`config.mk`:
```
export PLATFORM = sky130hd
export DESIGN_NAME = scan_port_ctrl
export DESIGN_NICKNAME = d
export VERILOG_FILES = /design/src/rtl/scan_port_pkg.sv /design/src/rtl/scan_port_fsm.sv /design/src/rtl/scan_port_ir.sv /design/src/rtl/scan_port_dr.sv /design/src/rtl/scan_port_ctrl.sv
export SDC_FILE = /design/constraint.sdc
export NUM_CORES = 1
export LEC_CHECK = 0
export ABC_AREA = 1
export BUFFER_PORTS_ARGS = -buffer_cell sky130_fd_sc_hd__buf_2
export CORE_ASPECT_RATIO = 0.7
export CORE_MARGIN = 10
export CORE_UTILIZATION = 54
export DETAILED_ROUTE_END_ITERATION = 16
export PLACE_DENSITY = 0.75
export SLEW_MARGIN = 20
export SYNTH_ARGS = -nofsm -noshare
export SYNTH_HDL_FRONTEND = slang
export SYNTH_HIERARCHICAL = 1
export SYNTH_SLANG_ARGS = --single-unit
```
`constraint.sdc`:
```
create_clock -name tck -period 1.7 [get_ports tck]
set_input_delay 0.085 -clock tck [delete_from_list [all_inputs] [get_ports tck]]
set_output_delay 0.085 -clock tck [all_outputs]
set_load 0.03 [all_outputs]
```
`src/rtl/scan_port_pkg.sv`:
```
`timescale 1ns/1ps
package scan_port_pkg;

   typedef enum logic [3:0] {
      TS_RESET, TS_IDLE,
      TS_SEL_DR, TS_CAP_DR, TS_SHF_DR, TS_EX1_DR, TS_PAU_DR, TS_EX2_DR, TS_UPD_DR,
      TS_SEL_IR, TS_CAP_IR, TS_SHF_IR, TS_EX1_IR, TS_PAU_IR, TS_EX2_IR, TS_UPD_IR
   } tap_state_e;

   typedef enum logic [1:0] {
      DR_BYPASS,
      DR_IDENT,
      DR_BOUNDARY
   } dr_sel_e;

   typedef struct packed {
      logic extest;
      logic clamp;
      logic sample;
      logic preload;
   } bsr_mode_t;

   function automatic tap_state_e tap_next(input tap_state_e cur, input logic tms);
      tap_state_e nxt;
      case (cur)
         TS_RESET:  nxt = tms ? TS_RESET  : TS_IDLE;
         TS_IDLE:   nxt = tms ? TS_SEL_DR : TS_IDLE;
         TS_SEL_DR: nxt = tms ? TS_SEL_IR : TS_CAP_DR;
         TS_CAP_DR: nxt = tms ? TS_EX1_DR : TS_SHF_DR;
         TS_SHF_DR: nxt = tms ? TS_EX1_DR : TS_SHF_DR;
         TS_EX1_DR: nxt = tms ? TS_UPD_DR : TS_PAU_DR;
         TS_PAU_DR: nxt = tms ? TS_EX2_DR : TS_PAU_DR;
         TS_EX2_DR: nxt = tms ? TS_UPD_DR : TS_SHF_DR;
         TS_UPD_DR: nxt = tms ? TS_SEL_DR : TS_IDLE;
         TS_SEL_IR: nxt = tms ? TS_RESET  : TS_CAP_IR;
         TS_CAP_IR: nxt = tms ? TS_EX1_IR : TS_SHF_IR;
         TS_SHF_IR: nxt = tms ? TS_EX1_IR : TS_SHF_IR;
         TS_EX1_IR: nxt = tms ? TS_UPD_IR : TS_PAU_IR;
         TS_PAU_IR: nxt = tms ? TS_EX2_IR : TS_PAU_IR;
         TS_EX2_IR: nxt = tms ? TS_UPD_IR : TS_SHF_IR;
         TS_UPD_IR: nxt = tms ? TS_SEL_DR : TS_IDLE;
         default:   nxt = TS_RESET;
      endcase
      return nxt;
   endfunction

endpackage

```
`src/rtl/scan_port_fsm.sv`:
```
`timescale 1ns/1ps
module scan_port_fsm
   import scan_port_pkg::*;
(
   input  logic       tck,
   input  logic       rst_n,
   input  logic       tms,
   output tap_state_e state_q
);

   always_ff @(posedge tck or negedge rst_n) begin
      if (!rst_n) state_q <= TS_RESET;
      else        state_q <= tap_next(state_q, tms);
   end

endmodule

```
`src/rtl/scan_port_ir.sv`:
```
`timescale 1ns/1ps
module scan_port_ir
   import scan_port_pkg::*;
#(
   parameter int unsigned      IR_W       = 5,
   parameter logic [IR_W-1:0]  OP_EXTEST  = 5'b00100,
   parameter logic [IR_W-1:0]  OP_CLAMP   = 5'b01100,
   parameter logic [IR_W-1:0]  OP_SAMPLE  = 5'b00011,
   parameter logic [IR_W-1:0]  OP_PRELOAD = 5'b00010,
   parameter logic [IR_W-1:0]  OP_IDCODE  = 5'b00001
) (
   input  logic            tck,
   input  logic            rst_n,
   input  logic            tdi,
   input  tap_state_e      state_q,
   output logic [IR_W-1:0] ir_cur,
   output logic            ir_lsb,
   output dr_sel_e         dr_sel,
   output bsr_mode_t       mode
);

   localparam logic [IR_W-1:0] IR_CAPTURE = {{(IR_W-1){1'b0}}, 1'b1};

   logic [IR_W-1:0] ir_sh;
   logic [IR_W-1:0] sh_nxt;

   for (genvar gi = 0; gi < IR_W; gi++) begin : g_stage
      if (gi == IR_W - 1) begin : g_top
         assign sh_nxt[gi] = tdi;
      end else begin : g_mid
         assign sh_nxt[gi] = ir_sh[gi+1];
      end
   end

   always_ff @(posedge tck or negedge rst_n) begin
      if (!rst_n) begin
         ir_sh <= IR_CAPTURE;
      end else if (state_q == TS_CAP_IR) begin
         ir_sh <= IR_CAPTURE;
      end else if (state_q == TS_SHF_IR) begin
         ir_sh <= sh_nxt;
      end
   end

   always_ff @(posedge tck or negedge rst_n) begin
      if (!rst_n)                    ir_cur <= OP_IDCODE;
      else if (state_q == TS_RESET)  ir_cur <= OP_IDCODE;
      else if (state_q == TS_UPD_IR) ir_cur <= ir_sh;
   end

   assign ir_lsb = ir_sh[0];

   always_comb begin
      dr_sel = DR_BYPASS;
      mode   = '0;
      if (ir_cur == OP_IDCODE) begin
         dr_sel = DR_IDENT;
      end else if (ir_cur == OP_EXTEST) begin
         dr_sel      = DR_BOUNDARY;
         mode.extest = 1'b1;
      end else if (ir_cur == OP_SAMPLE) begin
         dr_sel      = DR_BOUNDARY;
         mode.sample = 1'b1;
      end else if (ir_cur == OP_PRELOAD) begin
         dr_sel       = DR_BOUNDARY;
         mode.preload = 1'b1;
      end else if (ir_cur == OP_CLAMP) begin
         mode.clamp = 1'b1;
      end
   end

endmodule

```
`src/rtl/scan_port_dr.sv`:
```
`timescale 1ns/1ps
module scan_port_dr
   import scan_port_pkg::*;
#(
   parameter int unsigned      ID_W    = 32,
   parameter logic [ID_W-1:0]  ID_CODE = 32'h0AEA201D
) (
   input  logic       tck,
   input  logic       rst_n,
   input  logic       tdi,
   input  tap_state_e state_q,
   input  dr_sel_e    dr_sel,
   output logic       dr_lsb
);

   logic            byp_q;
   logic [ID_W-1:0] id_sh;

   always_ff @(posedge tck or negedge rst_n) begin
      if (!rst_n) begin
         byp_q <= 1'b0;
      end else if (dr_sel == DR_BYPASS) begin
         if (state_q == TS_CAP_DR)      byp_q <= 1'b0;
         else if (state_q == TS_SHF_DR) byp_q <= tdi;
      end
   end

   always_ff @(posedge tck or negedge rst_n) begin
      if (!rst_n) begin
         id_sh <= ID_CODE;
      end else if (dr_sel == DR_IDENT) begin
         if (state_q == TS_CAP_DR)      id_sh <= ID_CODE;
         else if (state_q == TS_SHF_DR) id_sh <= {tdi, id_sh[ID_W-1:1]};
      end
   end

   assign dr_lsb = (dr_sel == DR_IDENT) ? id_sh[0] : byp_q;

endmodule

```
`src/rtl/scan_port_ctrl.sv`:
```
`timescale 1ns/1ps
module scan_port_ctrl
   import scan_port_pkg::*;
#(
   parameter int unsigned      IR_W       = 5,
   parameter int unsigned      ID_W       = 32,
   parameter logic [ID_W-1:0]  ID_CODE    = 32'h0AEA201D,
   parameter logic [IR_W-1:0]  OP_BYPASS  = 5'b11111,
   parameter logic [IR_W-1:0]  OP_EXTEST  = 5'b00100,
   parameter logic [IR_W-1:0]  OP_CLAMP   = 5'b01100,
   parameter logic [IR_W-1:0]  OP_SAMPLE  = 5'b00011,
   parameter logic [IR_W-1:0]  OP_PRELOAD = 5'b00010,
   parameter logic [IR_W-1:0]  OP_IDCODE  = 5'b00001
) (
   input  logic tck,
   input  logic tms,
   input  logic tdi,
   input  logic comp_en,
   input  logic bsr_tdo,
   output logic tdo,
   output logic tdo_oe,
   output logic bsr_sel,
   output logic bsr_capture,
   output logic bsr_shift,
   output logic bsr_update,
   output logic mode_extest,
   output logic mode_clamp,
   output logic mode_sample,
   output logic mode_preload
);

   if (IR_W < 2) begin : g_bad_irw
      $error("scan_port_ctrl: IR_W must be at least 2");
   end
   if (ID_W < 2) begin : g_bad_idw
      $error("scan_port_ctrl: ID_W must be at least 2");
   end
   if (ID_CODE[0] != 1'b1) begin : g_bad_id
      $error("scan_port_ctrl: identification code must end in 1");
   end
   if (OP_BYPASS != {IR_W{1'b1}}) begin : g_bad_byp
      $error("scan_port_ctrl: bypass opcode must be all ones");
   end
   if (OP_IDCODE == OP_BYPASS || OP_EXTEST == OP_IDCODE) begin : g_bad_map
      $error("scan_port_ctrl: opcode map overlaps");
   end

   tap_state_e      state_q;
   logic [IR_W-1:0] ir_cur;
   logic            ir_lsb;
   logic            dr_lsb;
   dr_sel_e         dr_sel;
   bsr_mode_t       mode;
   logic            tdo_q;
   logic            oe_q;
   logic            in_shift;

   scan_port_fsm u_fsm (
      .tck     (tck),
      .rst_n   (comp_en),
      .tms     (tms),
      .state_q (state_q)
   );

   scan_port_ir #(
      .IR_W       (IR_W),
      .OP_EXTEST  (OP_EXTEST),
      .OP_CLAMP   (OP_CLAMP),
      .OP_SAMPLE  (OP_SAMPLE),
      .OP_PRELOAD (OP_PRELOAD),
      .OP_IDCODE  (OP_IDCODE)
   ) u_ir (
      .tck     (tck),
      .rst_n   (comp_en),
      .tdi     (tdi),
      .state_q (state_q),
      .ir_cur  (ir_cur),
      .ir_lsb  (ir_lsb),
      .dr_sel  (dr_sel),
      .mode    (mode)
   );

   scan_port_dr #(
      .ID_W    (ID_W),
      .ID_CODE (ID_CODE)
   ) u_dr (
      .tck     (tck),
      .rst_n   (comp_en),
      .tdi     (tdi),
      .state_q (state_q),
      .dr_sel  (dr_sel),
      .dr_lsb  (dr_lsb)
   );

   assign in_shift = (state_q == TS_SHF_DR) || (state_q == TS_SHF_IR);

   always_ff @(negedge tck or negedge comp_en) begin
      if (!comp_en) begin
         tdo_q <= 1'b0;
         oe_q  <= 1'b0;
      end else begin
         oe_q <= in_shift;
         if (state_q == TS_SHF_IR)         tdo_q <= ir_lsb;
         else if (dr_sel == DR_BOUNDARY)   tdo_q <= bsr_tdo;
         else                              tdo_q <= dr_lsb;
      end
   end

   assign tdo          = tdo_q;
   assign tdo_oe       = oe_q;
   assign bsr_sel      = (dr_sel == DR_BOUNDARY);
   assign bsr_capture  = bsr_sel && (state_q == TS_CAP_DR);
   assign bsr_shift    = bsr_sel && (state_q == TS_SHF_DR);
   assign bsr_update   = bsr_sel && (state_q == TS_UPD_DR);
   assign mode_extest  = mode.extest;
   assign mode_clamp   = mode.clamp;
   assign mode_sample  = mode.sample;
   assign mode_preload = mode.preload;

endmodule

```
Word level (Yosys, flattened, before mapping). Cells that the tools add are included.

Multiplexer cells: 37. Reduce and logical (&&, ||, !) cells: 14. Equality and inequality tests: 22.

Operators by type and width (count): $mux 32 (2); $pmux 4 s12 (1); $eq 4x4->1 const B (8); $mux 4 (5); $mux 5 (4); $eq 4x3->1 const B (4); $mux 1 (15); $mux 2 (7); $eq 5x2->1 const B (2); $mux 3 (3); $eq 4x2->1 const B (2); $reduce_bool 2->1 (3); $eq 5x1->1 const B (1); $eq 5x3->1 const B (1); $eq 5x4->1 const B (1); $eq 4x1->1 const B (1); $logic_not 4->1 (1); $reduce_and 2->1 (2); $reduce_or 2->1 (2); $logic_and 1x1->1 (3); $reduce_or 3->1 (1); $eq 2x1->1 const B (1); $eq 2x2->1 const B (1); $logic_not 2->1 (1); $logic_or 1x1->1 (1).

Word-level logic and storage cells: 80. Register bits: 49. Input port bits: 5.

Depth between registers and ports, before layout.
Depth after elaboration: 9. Gate-level depth with buffers: 12. Depth with buffers taken out: 11.

Cells and area by module. Netlist, hierarchy kept.

Modules (own cells, without submodules): scan_port_dr (times used 1, seq. area each 840.8 um2, area each 1564.0 um2, cells each 191); scan_port_ir (times used 1, seq. area each 252.7 um2, area each 520.5 um2, cells each 71); scan_port_fsm (times used 1, seq. area each 100.1 um2, area each 335.3 um2, cells each 55); scan_port_ctrl (times used 1, seq. area each 50.0 um2, area each 165.2 um2, cells each 25).

==> results.toml <==
[route]
routedWlPerCell_um = 16.5
drcViolationCount = 0
vias = 2589
routed_wl_um = 7390
first_iter_violations = 281
avgViaCountPerCell = 5.78
dr.pass1.iters = 5
drtAntennaViolNets = 0

[final_layout]
finalNetCount = 397
layout-drive-gt1-share_pct = 44.0
antennaDiodeCount = 0
area_growth_pct = 38.1

[setup_path]
critPathBufInv = 2
slowest_delay_ns = 0.40
crit_arrival_ns = 1.63
cp_top_family = "simple AND/OR/NAND/NOR gates"
critical_path.most_common_cell = "nand2_1"
end_kind = "flip-flop"
cp-start-kind = "flip-flop"
crit_fanout = 2
cp.required_ns = 1.02
crit_slowest_cell = "dfrtp_1"
worst-setup-path-type = "reg -> reg"
rrSetupSlack_ns = -0.62
worstPathCellList = "nor2_2, nand2_1, nor3_2, inv_1, o21ai_2, nand2_1, inv_1, nand2_1, nand3_2, nand2_1"

[timing]
finClkSkew_ns = 0.0159
setup_viol = 39
maxSlewViolCount = 0
worstMarginPinSlew_ns = 0.423
rsz0062_at_grt = "yes"
slew_headroom_pct = 71.8
setup_ws_ns = -0.615
final_hold_viol_count = 0
final.hold.worst_slack_ns = 0.0915

[clock_network]
htreeDepth = 2
clock_tree.root_cell = "clkbuf_8"
cts_sinks = 49
cts.clk_slew.worst_paths_ns = 0.10
numCtsBuffers = 5
insertion_delay_ns = 0.32
max-clock-path-buffers = 2
cts_tree = "done"

[logic_synthesis]
ys_types = 25
ys_ff_latch = 49
synth_top_area_share_pct = 31.9
yosysMostFrequentCell = "nand2_1"
synth_nets = 347
synth_edf_count = 0
synthesis.instances = 342
yosysTopAreaCell = "dfrtp_1"
synth_ff_type = "dfrtp_1"
syn_area_per_cell_um2 = 7.56
postSynth.asyncResetShare_pct = 100
yosys-top-cells-count = "131 x nand2_1, 34 x inv_1, 33 x dfrtp_1, 33 x nand3_1, 22 x nand4_1"
synthTopCellsByArea = "dfrtp_1 32%, nand2_1 19%, dfstp_2 14%, nand3_1 6.4%, nand4_1 5.3%"
ys_seq_area_share_pct = 48.1
synth_area_um2 = 2580
yosys_warnings = 6

[die]
coreArea_um2 = 4480
die_y_um = 77.9
rows = 20
die_w_um = 103
initial_core_util_pct = 57.7
dieArea_um2 = 8000
ioPinCount = 15

[worst_hold_path]
hold_class = "in -> reg"

[global_route]
grtUsageMet3_pct = 3.98
grt.busiest_layer = "met2"
grt_use_met1_pct = 22.4
antenna_found_initial = 0
gr-total-overflow = 0
use_met2_pct = 23.2
grt_pass1_wl_um = 10400
grt_max_degree = 34
grt.total_usage_pct = 16.0
grt_pass1_vias = 2162

[placement]
gp_congestion = 0.903
port_buffers = 14
preCtsSetupSlack_ns = -0.618
post-dp-hpwl_um = 3600

[pwr]
power_density_nw_per_um2 = 1580
ir_worst_vdd_v = 0.000953
leakage_nw = 1.89

[run_status]
violations = "setup timing"
outcome = "finished, violations left"

[flow_run]
drv_cap = 0
## flip-flops by register name, indices dropped and copies added, names as in the netlist
| signal | cells |
|---|---|
| tdo_oe | 1 |
| u_ir/ir_cur | 5 |
| tdo | 1 |
| u_ir/ir_sh | 5 |
| u_dr/id_sh | 32 |
| u_dr/byp_q | 1 |
| u_fsm/state_q | 4 |
## kinds of logic (layout without fill, tap and decap cells)
logic type | count (synthesis) | count (layout) | synth area share (%)
buffers and inverters | 53 | 104 | 9.29
AO/OA/AOI/OAI | 9 | 9 | 1.89
AND/OR/NAND/NOR | 231 | 231 | 40.7
flip-flops | 49 | 49 | 48.1
## final timing paths
path,start,end,cells past startpoint
min in group asynchronous,comp_en,u_dr/byp_q,2
hold reg to reg,u_dr/id_sh[13],u_dr/id_sh[13],2
setup / recovery,u_ir/ir_cur[2],tdo,10
setup reg to reg,u_ir/ir_cur[2],tdo,10
max in group asynchronous,comp_en,tdo_oe,2
hold / removal,tdi,u_ir/ir_sh[4],3
## what timing repair did
action                     4_1_cts  5_1_grt
hold endpoints to repair        14        0
pin swaps                        9       11
hold buffers                     1        0
buffers inserted                 9        6
gates resized for setup         24       96
gates cloned                     4        0
setup endpoints to repair       39       40
## metal layers
layer,share of wire [%],vias to the layer above,wire length [um]
li1,-,1181,-
met3,6.5,38,479
met2,47,116,3440
met4,4.1,0,302
met1,43,1254,3170
met5,0,-,0
## power breakdown
group	internal, mW	switching [mW]
Sequential	1.62	0.349
Clock	0.441	0.422
Combinational	1.15	1.65
## layout make-up
cell class	instances	area, um^2
Multi-Input combinational cell	240	1400
Clock inverter	3	46.3
Clock buffer	5	68.8
Sequential cell	49	1250
Fill cell	260	910
Inverter	39	154
Tap cell	55	68.8
Timing Repair Buffer	57	579
## cells in the final DEF (no fill, tap or decap), types with 2 or more instances in the layout
cell type and count:
buf_12 3, buf_16 4, buf_2 7, buf_4 30, buf_6 11, clkbuf_8 5
clkinv_4 2, dfrtn_1 2, dfrtp_1 29, dfrtp_2 4, dfstp_2 14, inv_1 29
inv_2 8, nand2_1 78, nand2_2 41, nand2_4 21, nand3_1 32, nand3_2 2
nand4_1 22, nor2_1 17, nor2_2 5, nor2_4 6, nor3_1 2, nor3_2 2
o21ai_1 4
## per-stage QoR
stage	instance area, um^2	std cells	utilization [%]	total power [mW]	TNS (ns)
after floorplan	2610	342	-	3.20	-0.660
final	3570	448	79.7	5.63	-6.64
after CTS	3210	442	71.6	4.96	-2.62
after detailed placement	2860	421	63.7	3.69	-3.73
after global routing	3570	448	79.7	5.94	-10.51
after global placement	2860	421	63.7	3.63	-2.47
## worst reg2reg max path: stages, from the launching register on
cell and delay [ns]:
dfrtp_1 0.40, nor2_2 0.12, nand2_1 0.07, nor3_2 0.21, inv_1 0.11, o21ai_2 0.12, nand2_1 0.07, inv_1 0.06
nand2_1 0.06, nand3_2 0.06, nand2_1 0.05
Power figures use the tool's default switching activity.
